File: src/rtl/wbc_pkg.sv
package wbc_pkg;
  localparam int ROWS   = 4;
  localparam int ROW_W  = 2;
  localparam logic [7:0] MODE_ADDR = 8'h07;
  localparam logic [7:0] MODE_KEEP = 8'h07;

  function automatic logic [7:0] mode_clean(input logic [7:0] d);
    return d & MODE_KEEP;
  endfunction

  function automatic logic [ROW_W-1:0] mode_row(input logic [7:0] m);
    return m[2:1];
  endfunction

  function automatic logic mode_preset(input logic [7:0] m);
    return m[0];
  endfunction
endpackage

File: src/rtl/wbc_mode_reg.sv
module wbc_mode_reg
  import wbc_pkg::*;
(
  input  logic             clk,
  input  logic             rst_n,
  input  logic             we,
  input  logic [7:0]       wdata,
  output logic [7:0]       mode_q,
  output logic             copy_fire,
  output logic [ROW_W-1:0] copy_row
);
  assign copy_fire = we && mode_preset(wdata);
  assign copy_row  = mode_row(wdata);

  always_ff @(posedge clk or negedge rst_n) begin
    if (!rst_n) mode_q <= 8'h00;
    else if (we) mode_q <= mode_clean(wdata);
  end
endmodule

File: src/rtl/wbc_channel.sv
module wbc_channel
  import wbc_pkg::*;
#(
  parameter int DW = 8
) (
  input  logic                     clk,
  input  logic                     rst_n,
  input  logic                     wcr_we,
  input  logic                     dr_we,
  input  logic [ROW_W-1:0]         wr_row,
  input  logic [DW-1:0]            wdata,
  input  logic                     copy_en,
  input  logic [ROW_W-1:0]         copy_row,
  output logic [DW-1:0]            wcr_q,
  output logic [ROWS-1:0][DW-1:0]  dr_q
);
  always_ff @(posedge clk or negedge rst_n) begin
    if (!rst_n) begin
      wcr_q <= '0;
    end else if (copy_en) begin
      wcr_q <= dr_q[copy_row];
    end else if (wcr_we) begin
      wcr_q <= wdata;
    end
  end

  always_ff @(posedge clk or negedge rst_n) begin
    if (!rst_n) begin
      dr_q <= '0;
    end else if (dr_we) begin
      dr_q[wr_row] <= wdata;
    end
  end
endmodule

File: src/rtl/wbc_read_mux.sv
module wbc_read_mux
  import wbc_pkg::*;
#(
  parameter int DW  = 8,
  parameter int AW  = 8,
  parameter int NCH = 4
) (
  input  logic [AW-1:0]                     addr,
  input  logic [7:0]                        mode_q,
  input  logic [NCH-1:0][DW-1:0]            wcr_all,
  input  logic [NCH-1:0][ROWS-1:0][DW-1:0]  dr_all,
  output logic [DW-1:0]                     value
);
  localparam int CW = (NCH > 1) ? $clog2(NCH) : 1;

  logic [CW-1:0] chan;
  assign chan = addr[CW-1:0];

  always_comb begin
    value = '0;
    if (addr < AW'(NCH)) begin
      if (mode_preset(mode_q)) value = dr_all[chan][mode_row(mode_q)];
      else                     value = wcr_all[chan];
    end else if (addr == AW'(MODE_ADDR)) begin
      value = DW'(mode_q);
    end
  end
endmodule

File: src/rtl/wiper_bank_ctrl.sv
module wiper_bank_ctrl
  import wbc_pkg::*;
#(
  parameter int DW  = 8,
  parameter int AW  = 8,
  parameter int NCH = 4
) (
  input  logic              clk,
  input  logic              rst_n,
  input  logic              wr_en,
  input  logic [AW-1:0]     wr_addr,
  input  logic [DW-1:0]     wr_data,
  input  logic              rd_en,
  input  logic [AW-1:0]     rd_addr,
  output logic [DW-1:0]     rd_data,
  output logic [NCH*DW-1:0] wipers_o
);
  localparam int CW = (NCH > 1) ? $clog2(NCH) : 1;

  logic [7:0]                        mode_q;
  logic                              status_wr;
  logic                              copy_fire;
  logic [ROW_W-1:0]                  copy_row;
  logic                              chan_hit;
  logic [CW-1:0]                     wr_chan;
  logic [NCH-1:0]                    wcr_wr;
  logic [NCH-1:0]                    dr_wr;
  logic [NCH-1:0][DW-1:0]            wcr_all;
  logic [NCH-1:0][ROWS-1:0][DW-1:0]  dr_all;
  logic [DW-1:0]                     rd_value;

  assign status_wr = wr_en && (wr_addr == AW'(MODE_ADDR));
  assign chan_hit  = wr_en && (wr_addr < AW'(NCH));
  assign wr_chan   = wr_addr[CW-1:0];

  wbc_mode_reg u_mode (
    .clk       (clk),
    .rst_n     (rst_n),
    .we        (status_wr),
    .wdata     (wr_data[7:0]),
    .mode_q    (mode_q),
    .copy_fire (copy_fire),
    .copy_row  (copy_row)
  );

  for (genvar c = 0; c < NCH; c++) begin : g_ch
    assign wcr_wr[c] = chan_hit && (wr_chan == CW'(c)) && !mode_preset(mode_q);
    assign dr_wr[c]  = chan_hit && (wr_chan == CW'(c)) &&  mode_preset(mode_q);

    wbc_channel #(.DW(DW)) u_ch (
      .clk      (clk),
      .rst_n    (rst_n),
      .wcr_we   (wcr_wr[c]),
      .dr_we    (dr_wr[c]),
      .wr_row   (mode_row(mode_q)),
      .wdata    (wr_data),
      .copy_en  (copy_fire),
      .copy_row (copy_row),
      .wcr_q    (wcr_all[c]),
      .dr_q     (dr_all[c])
    );

    assign wipers_o[c*DW +: DW] = wcr_all[c];
  end

  wbc_read_mux #(.DW(DW), .AW(AW), .NCH(NCH)) u_rmux (
    .addr    (rd_addr),
    .mode_q  (mode_q),
    .wcr_all (wcr_all),
    .dr_all  (dr_all),
    .value   (rd_value)
  );

  always_ff @(posedge clk or negedge rst_n) begin
    if (!rst_n)     rd_data <= '0;
    else if (rd_en) rd_data <= rd_value;
    else            rd_data <= '0;
  end
endmodule

File: config.mk
export PLATFORM = sky130hd
export DESIGN_NAME = wiper_bank_ctrl
export DESIGN_NICKNAME = d
export VERILOG_FILES = /design/src/rtl/wbc_pkg.sv /design/src/rtl/wbc_mode_reg.sv /design/src/rtl/wbc_channel.sv /design/src/rtl/wbc_read_mux.sv /design/src/rtl/wiper_bank_ctrl.sv
export SDC_FILE = /design/constraint.sdc
export NUM_CORES = 1
export LEC_CHECK = 0
export ABC_CLOCK_PERIOD_IN_PS = 3500
export BUFFER_PORTS_ARGS = -buffer_cell sky130_fd_sc_hd__buf_4
export CAP_MARGIN = 10
export CORE_ASPECT_RATIO = 1.75
export CORE_MARGIN = 5
export CORE_UTILIZATION = 40
export CTS_BUF_LIST = sky130_fd_sc_hd__clkbuf_4 sky130_fd_sc_hd__clkbuf_8
export DETAILED_ROUTE_END_ITERATION = 7
export SLEW_MARGIN = 20
export SYNTH_ARGS = -nofsm -noshare
export SYNTH_HDL_FRONTEND = slang
export SYNTH_HIERARCHICAL = 1
export SYNTH_SLANG_ARGS = --single-unit
File: constraint.sdc
create_clock -name clk -period 3.5 [get_ports clk]
set_clock_uncertainty 0.2 [all_clocks]
set_input_delay 0.35 -clock clk [delete_from_list [all_inputs] [get_ports clk]]
set_output_delay 0.35 -clock clk [all_outputs]
set_load 0.01 [all_outputs]
; Word-level counts from Yosys, hierarchy flattened
; Cells that the tools add are included.
[op_classes]
n_lt_le_gt_ge = 6
n_eq_ne = 5
mux = 32
reduce_logical = 22
[op_table]
columns = cell, n
row1 = 8-bit 2-to-1 mux, 18
row2 = 32-bit bitwise mux, 4
row3 = 8-bit binary-select mux with 2-bit select, 6
row4 = 32-bit binary-select mux with 2-bit select, 1
row5 = 32-bit 2-to-1 mux, 1
row6 = 8-bit demux with 2-bit select, 1
row7 = 8-bit by 3-bit equality test with 1-bit output (second input constant), 2
row8 = 1-bit logical AND, 16
row9 = 8-bit by 3-bit less-than comparator with 1-bit output (second input constant), 2
row10 = 2-bit by 3-bit less-than comparator with 1-bit output (second input constant), 3
row11 = 2-bit nonzero test, 4
row12 = 2-bit equality test (second input constant), 2
row13 = 3-bit 2-to-1 mux, 1
row14 = 2-bit by 1-bit equality test with 1-bit output (second input constant), 1
row15 = 2-bit by 1-bit greater-or-equal comparator with 1-bit output (second input constant), 1
row16 = 2-bit zero test, 1
row17 = 1-bit zero test, 1
[word_totals]
regBits = 171
input_bits = 28

; Depth between registers and ports, before layout
[logic_depth]
depth_word = 7
mapped_depth = 9
ltp_nobuf = 6

; Modules after synthesis
; Netlist, hierarchy kept.
[modules_own_cells]
columns = module, n_inst, cells_per_inst, area_each_um2, seq_area_each_um2
row1 = wbc_channel, 4, 124, 1821.7, 1001.0
row2 = wbc_read_mux, 1, 125, 1488.9, 0.0
row3 = wiper_bank_ctrl, 1, 34, 371.6, 200.2
row4 = wbc_mode_reg, 1, 15, 172.7, 75.1

; Least setup slack after synthesis
; Ideal clock, no wire load.
[synth_timing]
path_kind = input -> register
from = in wr_addr[3]
to = reg g_ch[0].u_ch/dr_q[0] (netlist bit)
setup_time_ns = 0.125
arrival_ns = 2.450
required_ns = 3.175
slack_ns = 0.725
path_stages = 5
n_path_buf = 1
path_cell_list = or4_4 buf_6 nor4_1 nor3b_4 mux2_2
[synth_between]
elab_chain_len = 4
[synth_lines]
columns = element, line_no
row1 = start: declaration, wiper_bank_ctrl.sv:11  ; input logic [AW-1:0] wr_addr,
row2 = 8-bit by 3-bit less-than comparator with 1-bit output, wiper_bank_ctrl.sv:33  ; assign chan_hit = wr_en && (wr_addr < AW'(NCH));
row3 = 1-bit logical AND, wiper_bank_ctrl.sv:33
row4 = 1-bit logical AND (2 in a row), wiper_bank_ctrl.sv:48  ; assign dr_wr[c] = chan_hit && (wr_chan == CW'(c)) && mode_preset(mode_q);
row5 = named net dr_wr[0], wiper_bank_ctrl.sv:27  ; logic [NCH-1:0] dr_wr;
row6 = end signal: indexed assignment, wbc_channel.sv:31  ; dr_q[wr_row] <= wdata;
row7 = end: declaration, wbc_channel.sv:15  ; output logic [ROWS-1:0][DW-1:0] dr_q
; The timed path passes the listed nets, and every way through them passes these cells.
; A chain may end at the register's enable or synchronous reset.

; Worst setup path after layout
[layout_timing]
from = reg u_mode.mode_q[1]
to = reg rd_data[6]
[layout_between]
elab_chain_len = 5
[layout_lines]
columns = element, line_no
row1 = start: declaration, wbc_mode_reg.sv:8  ; output logic [7:0] mode_q,
row2 = start signal: assignment, wbc_mode_reg.sv:17  ; else if (we) mode_q <= mode_clean(wdata);
row3 = 8-bit binary-select mux with 2-bit select, wbc_read_mux.sv:22  ; if (mode_preset(mode_q)) value = dr_all[chan][mode_row(mode_q)];
row4 = 8-bit 2-to-1 mux (implied by the code), wbc_read_mux.sv:22
row5 = 8-bit 2-to-1 mux, wbc_read_mux.sv:22
row6 = 8-bit 2-to-1 mux, wbc_read_mux.sv:21  ; if (addr < AW'(NCH)) begin
row7 = named net rd_value[6], wiper_bank_ctrl.sv:30  ; logic [DW-1:0] rd_value;
row8 = 8-bit 2-to-1 mux, wiper_bank_ctrl.sv:76  ; else if (rd_en) rd_data <= rd_value;
row9 = end signal: assignment, wiper_bank_ctrl.sv:76
row10 = end: declaration, wiper_bank_ctrl.sv:15  ; output logic [DW-1:0] rd_data,
; The timed path passes the listed nets, and every way through them passes these cells. The select of a mux whose other input is x is not followed.

==> metrics.md <==
| Metric | Value |
|---|---|
| Layout cells sized above 1 | `48.7%` |
| Initial antenna violation count | `0` |
| Hold_buf cts | `2` |
| Layout area overhead | `14.2%` |
| Worst-Margin Slew | `1.06 ns` |
| Antenna Nets Post-Route | `0` |
| Row count | `74` |
| Final Hold Fails | `0` |
| RSZ-0062 raised after global routing | `no` |
| Buffer depth of the longest clock path | `2` |
| Vias per Instance | `5.96` |
| Core Box Area | `0.0231 mm2` |
| DR vias | `6310` |
| Post-CTS Resized | `0` |
| DR pass1 iterations | `5` |
| Tot Pwr | `4170 uW` |
| CTS tree | `yes` |
| Initial DRC count | `542` |
| Ant. Diodes | `0` |
| Number of global-route vias before repair | `6654` |
| Commonest non-fill, non-tap cells in the layout | `mux2_2 (197), dfrtp_1 (170), buf_4 (91)` |
| Commonest non-fill, non-tap cell in the layout | `mux2_2` |
| Hold WC Path Type | `in -> reg` |
| Max-cap violations | `0` |
| Synth unique cells | `44` |
| Register area share after synthesis | `45.9%` |
| R2r setup slk | `0.85 ns` |
| Final Non-Filler Cells | `1058` |
| Top cells by area, synth | `dfrtp_1 (46%), mux2_2 (24%), mux4_1 (4.8%)` |
| Fin crit period | `2.65 ns` |
| Reg clk slew, reported paths | `0.09 ns` |
| Syn Area/Cell | `13.9 um2` |
| DRT Wirelength | `26600 um` |
| Worst-Skew Late Latency | `0.48 ns` |
| Top FF cell, synth | `dfrtp_1` |
| Number of buffers created by CTS | `17` |
| Dpl ws | `0.531 ns` |
| Post-synth EDFFs | `0` |
| Max VDD drop | `0.228 mV` |
| R2r worst-path depth | `6` |
| Ports | `68` |
| Reg-to-Reg End | `rd_data[6]` |
| Cells after Synth | `670` |
| Fmax | `0.378 GHz` |
| CP Data Arrival Time | `2.83 ns` |
| Slew Viols, Final | `0` |
| CTS sink count | `171` |
| Largest net degree at the start of global routing | `95` |
| CP required | `3.68 ns` |
| Global placement routability congestion | `0.889` |
| Worst Path Max Fanout | `31` |
| Global-route wire length before repair | `40800 um` |
| End of the worst hold path | `g_ch[0].u_ch/dr_q[15]` |
| Post-CTS Setup Inserts | `0` |
| GRT Total Usage | `20.3%` |
| Synth area leader | `dfrtp_1` |
| Routed len/inst | `25.1 um` |
| CP startpoint kind | `register` |
| Hold Path Origin | `wr_data[7]` |
| Post-synth top area share | `45.9%` |
| Yosys reg bits | `171` |
| Initial core utilization | `40.3%` |
| PortBufs | `67` |
| Hold path depth | `2` |
| Post-DP HPWL | `18800 um` |
| Power per cell area | `392 mW/mm2` |
| H-tree Lvls | `4` |
| Critical Path Sink Type | `register` |
| Die height | `212 um` |
| Placed standard-cell area | `0.0101 mm2` |
| Filler cell count | `2122` |
| Root Buffer | `clkbuf_8` |
| Final nets | `769` |
| Slew headroom | `29.5%` |
| Cells after DPL | `1024` |
| Sum Neg Setup Slack | `0 ns` |
| Fin worst setup slack | `0.852 ns` |
| Mapped Area | `0.00932 mm2` |
| Post-synthesis async set-or-reset flop share | `100%` |
| RR Startpoint | `u_mode/mode_q[1]` |
| Leakage | `0.00513 uW` |
| GRT overflow | `0` |
| Final Instance Area | `0.0106 mm2` |
| Number of remaining DRC errors | `0` |
| Ys Warns | `6` |
| Setup violations, final | `0` |
| Post-route clock period utilization | `75.7%` |
| Status | `complete, no violations` |
| Crit Path Category | `reg -> reg` |
| DIE AREA | `0.0266 mm2` |
| Die extent in x | `125 um` |
report_power, final:
group / switching (uW) / internal [uW]
Sequential: 58.8 / 2010
Clock: 728 / 975
Combinational: 214 / 185
per-layer routing:
metal  global-route usage (%)  wire length (um)  vias up
met5                        0                 0        -
met4                     9.58              1080        0
met3                     3.38               935       52
met2                     36.4             14300      197
met1                     23.6             10300     3304
li1                         -                 -     2757
registers in the layout, indices dropped and copies added (netlist names):
name and flops:
g_ch.u_ch/dr_q 128, g_ch.u_ch/wcr_q 32, rd_data 8, u_mode/mode_q 3
layout make-up:
cell class                 instances  area [um2]  share of cell area [%]
clock inverter                    10         213                    2.00
clock buffer                      22         278                    2.61
inverter                           4        15.0                   0.141
multi-input combinational        451        4720                    44.4
tap                              304         380                    3.57
timing repair buffer              96         754                    7.09
sequential                       171        4280                    40.2
worst max-delay path: stages (launching register included):
cell	delay [ns]
dfrtp_2	0.95
buf_4	0.34
mux4_2	0.33
a221oi_2	0.26
o21ai_1	0.10
a22o_1	0.20
and2_1	0.15
worst max path at each step:
stage / slack, ns / from / endpoint
CTS: 0.91 / u_mode/mode_q[1] / rd_data[6]
detailed placement: 0.53 / wr_addr[3] / g_ch[2].u_ch/wcr_q[0]
global route: 0.78 / u_mode/mode_q[1] / rd_data[4]
floorplan: 0.72 / wr_addr[3] / g_ch[0].u_ch/dr_q[0]
finish: 0.85 / u_mode/mode_q[1] / rd_data[6]
global placement: 0.61 / wr_addr[3] / g_ch[0].u_ch/wcr_q[2]
per-stage QoR:
step | util, % | hold slack [ns]
6_report | 46.0 | 0.0857
3_5_place_dp | 43.8 | 0.311
3_3_place_gp | 43.8 | 0.299
2_1_floorplan | - | -0.146
5_1_grt | 46.0 | 0.0740
4_1_cts | 46.0 | 0.0562
Yosys cell counts, types with 2 or more instances:
library cell / n
buf_2: 17
o21ai_0: 11
nand2_1: 12
buf_6: 9
nand3_2: 4
a2bb2oi_1: 4
inv_1: 4
o22ai_1: 33
nor3_1: 5
mux4_2: 17
o21a_1: 2
nand3b_2: 8
and2_1: 9
buf_4: 12
a221o_1: 5
a31oi_1: 36
mux2i_1: 44
nor2b_1: 3
nor3b_4: 5
or2_2: 2
a22oi_1: 2
mux4_1: 17
a221oi_1: 2
nor4_1: 5
nand2b_1: 6
nor2_1: 3
dfrtp_1: 171
clkbuf_1: 9
nand3_1: 2
mux2_2: 197
cells by family (layout without fill, tap and decap cells):
| group | after synthesis | after routing | synth area share, % |
|---|---|---|---|
| AND/OR/NAND/NOR | 70 | 70 | 5.71 |
| other | 1 | 5 | 0.0402 |
| flip-flops | 171 | 171 | 45.9 |
| buffers and inverters | 52 | 132 | 3.71 |
| AO/OA/AOI/OAI | 101 | 101 | 7.21 |
| multiplexers | 275 | 275 | 37.4 |
Note: power is estimated with default switching activity, not from simulation.
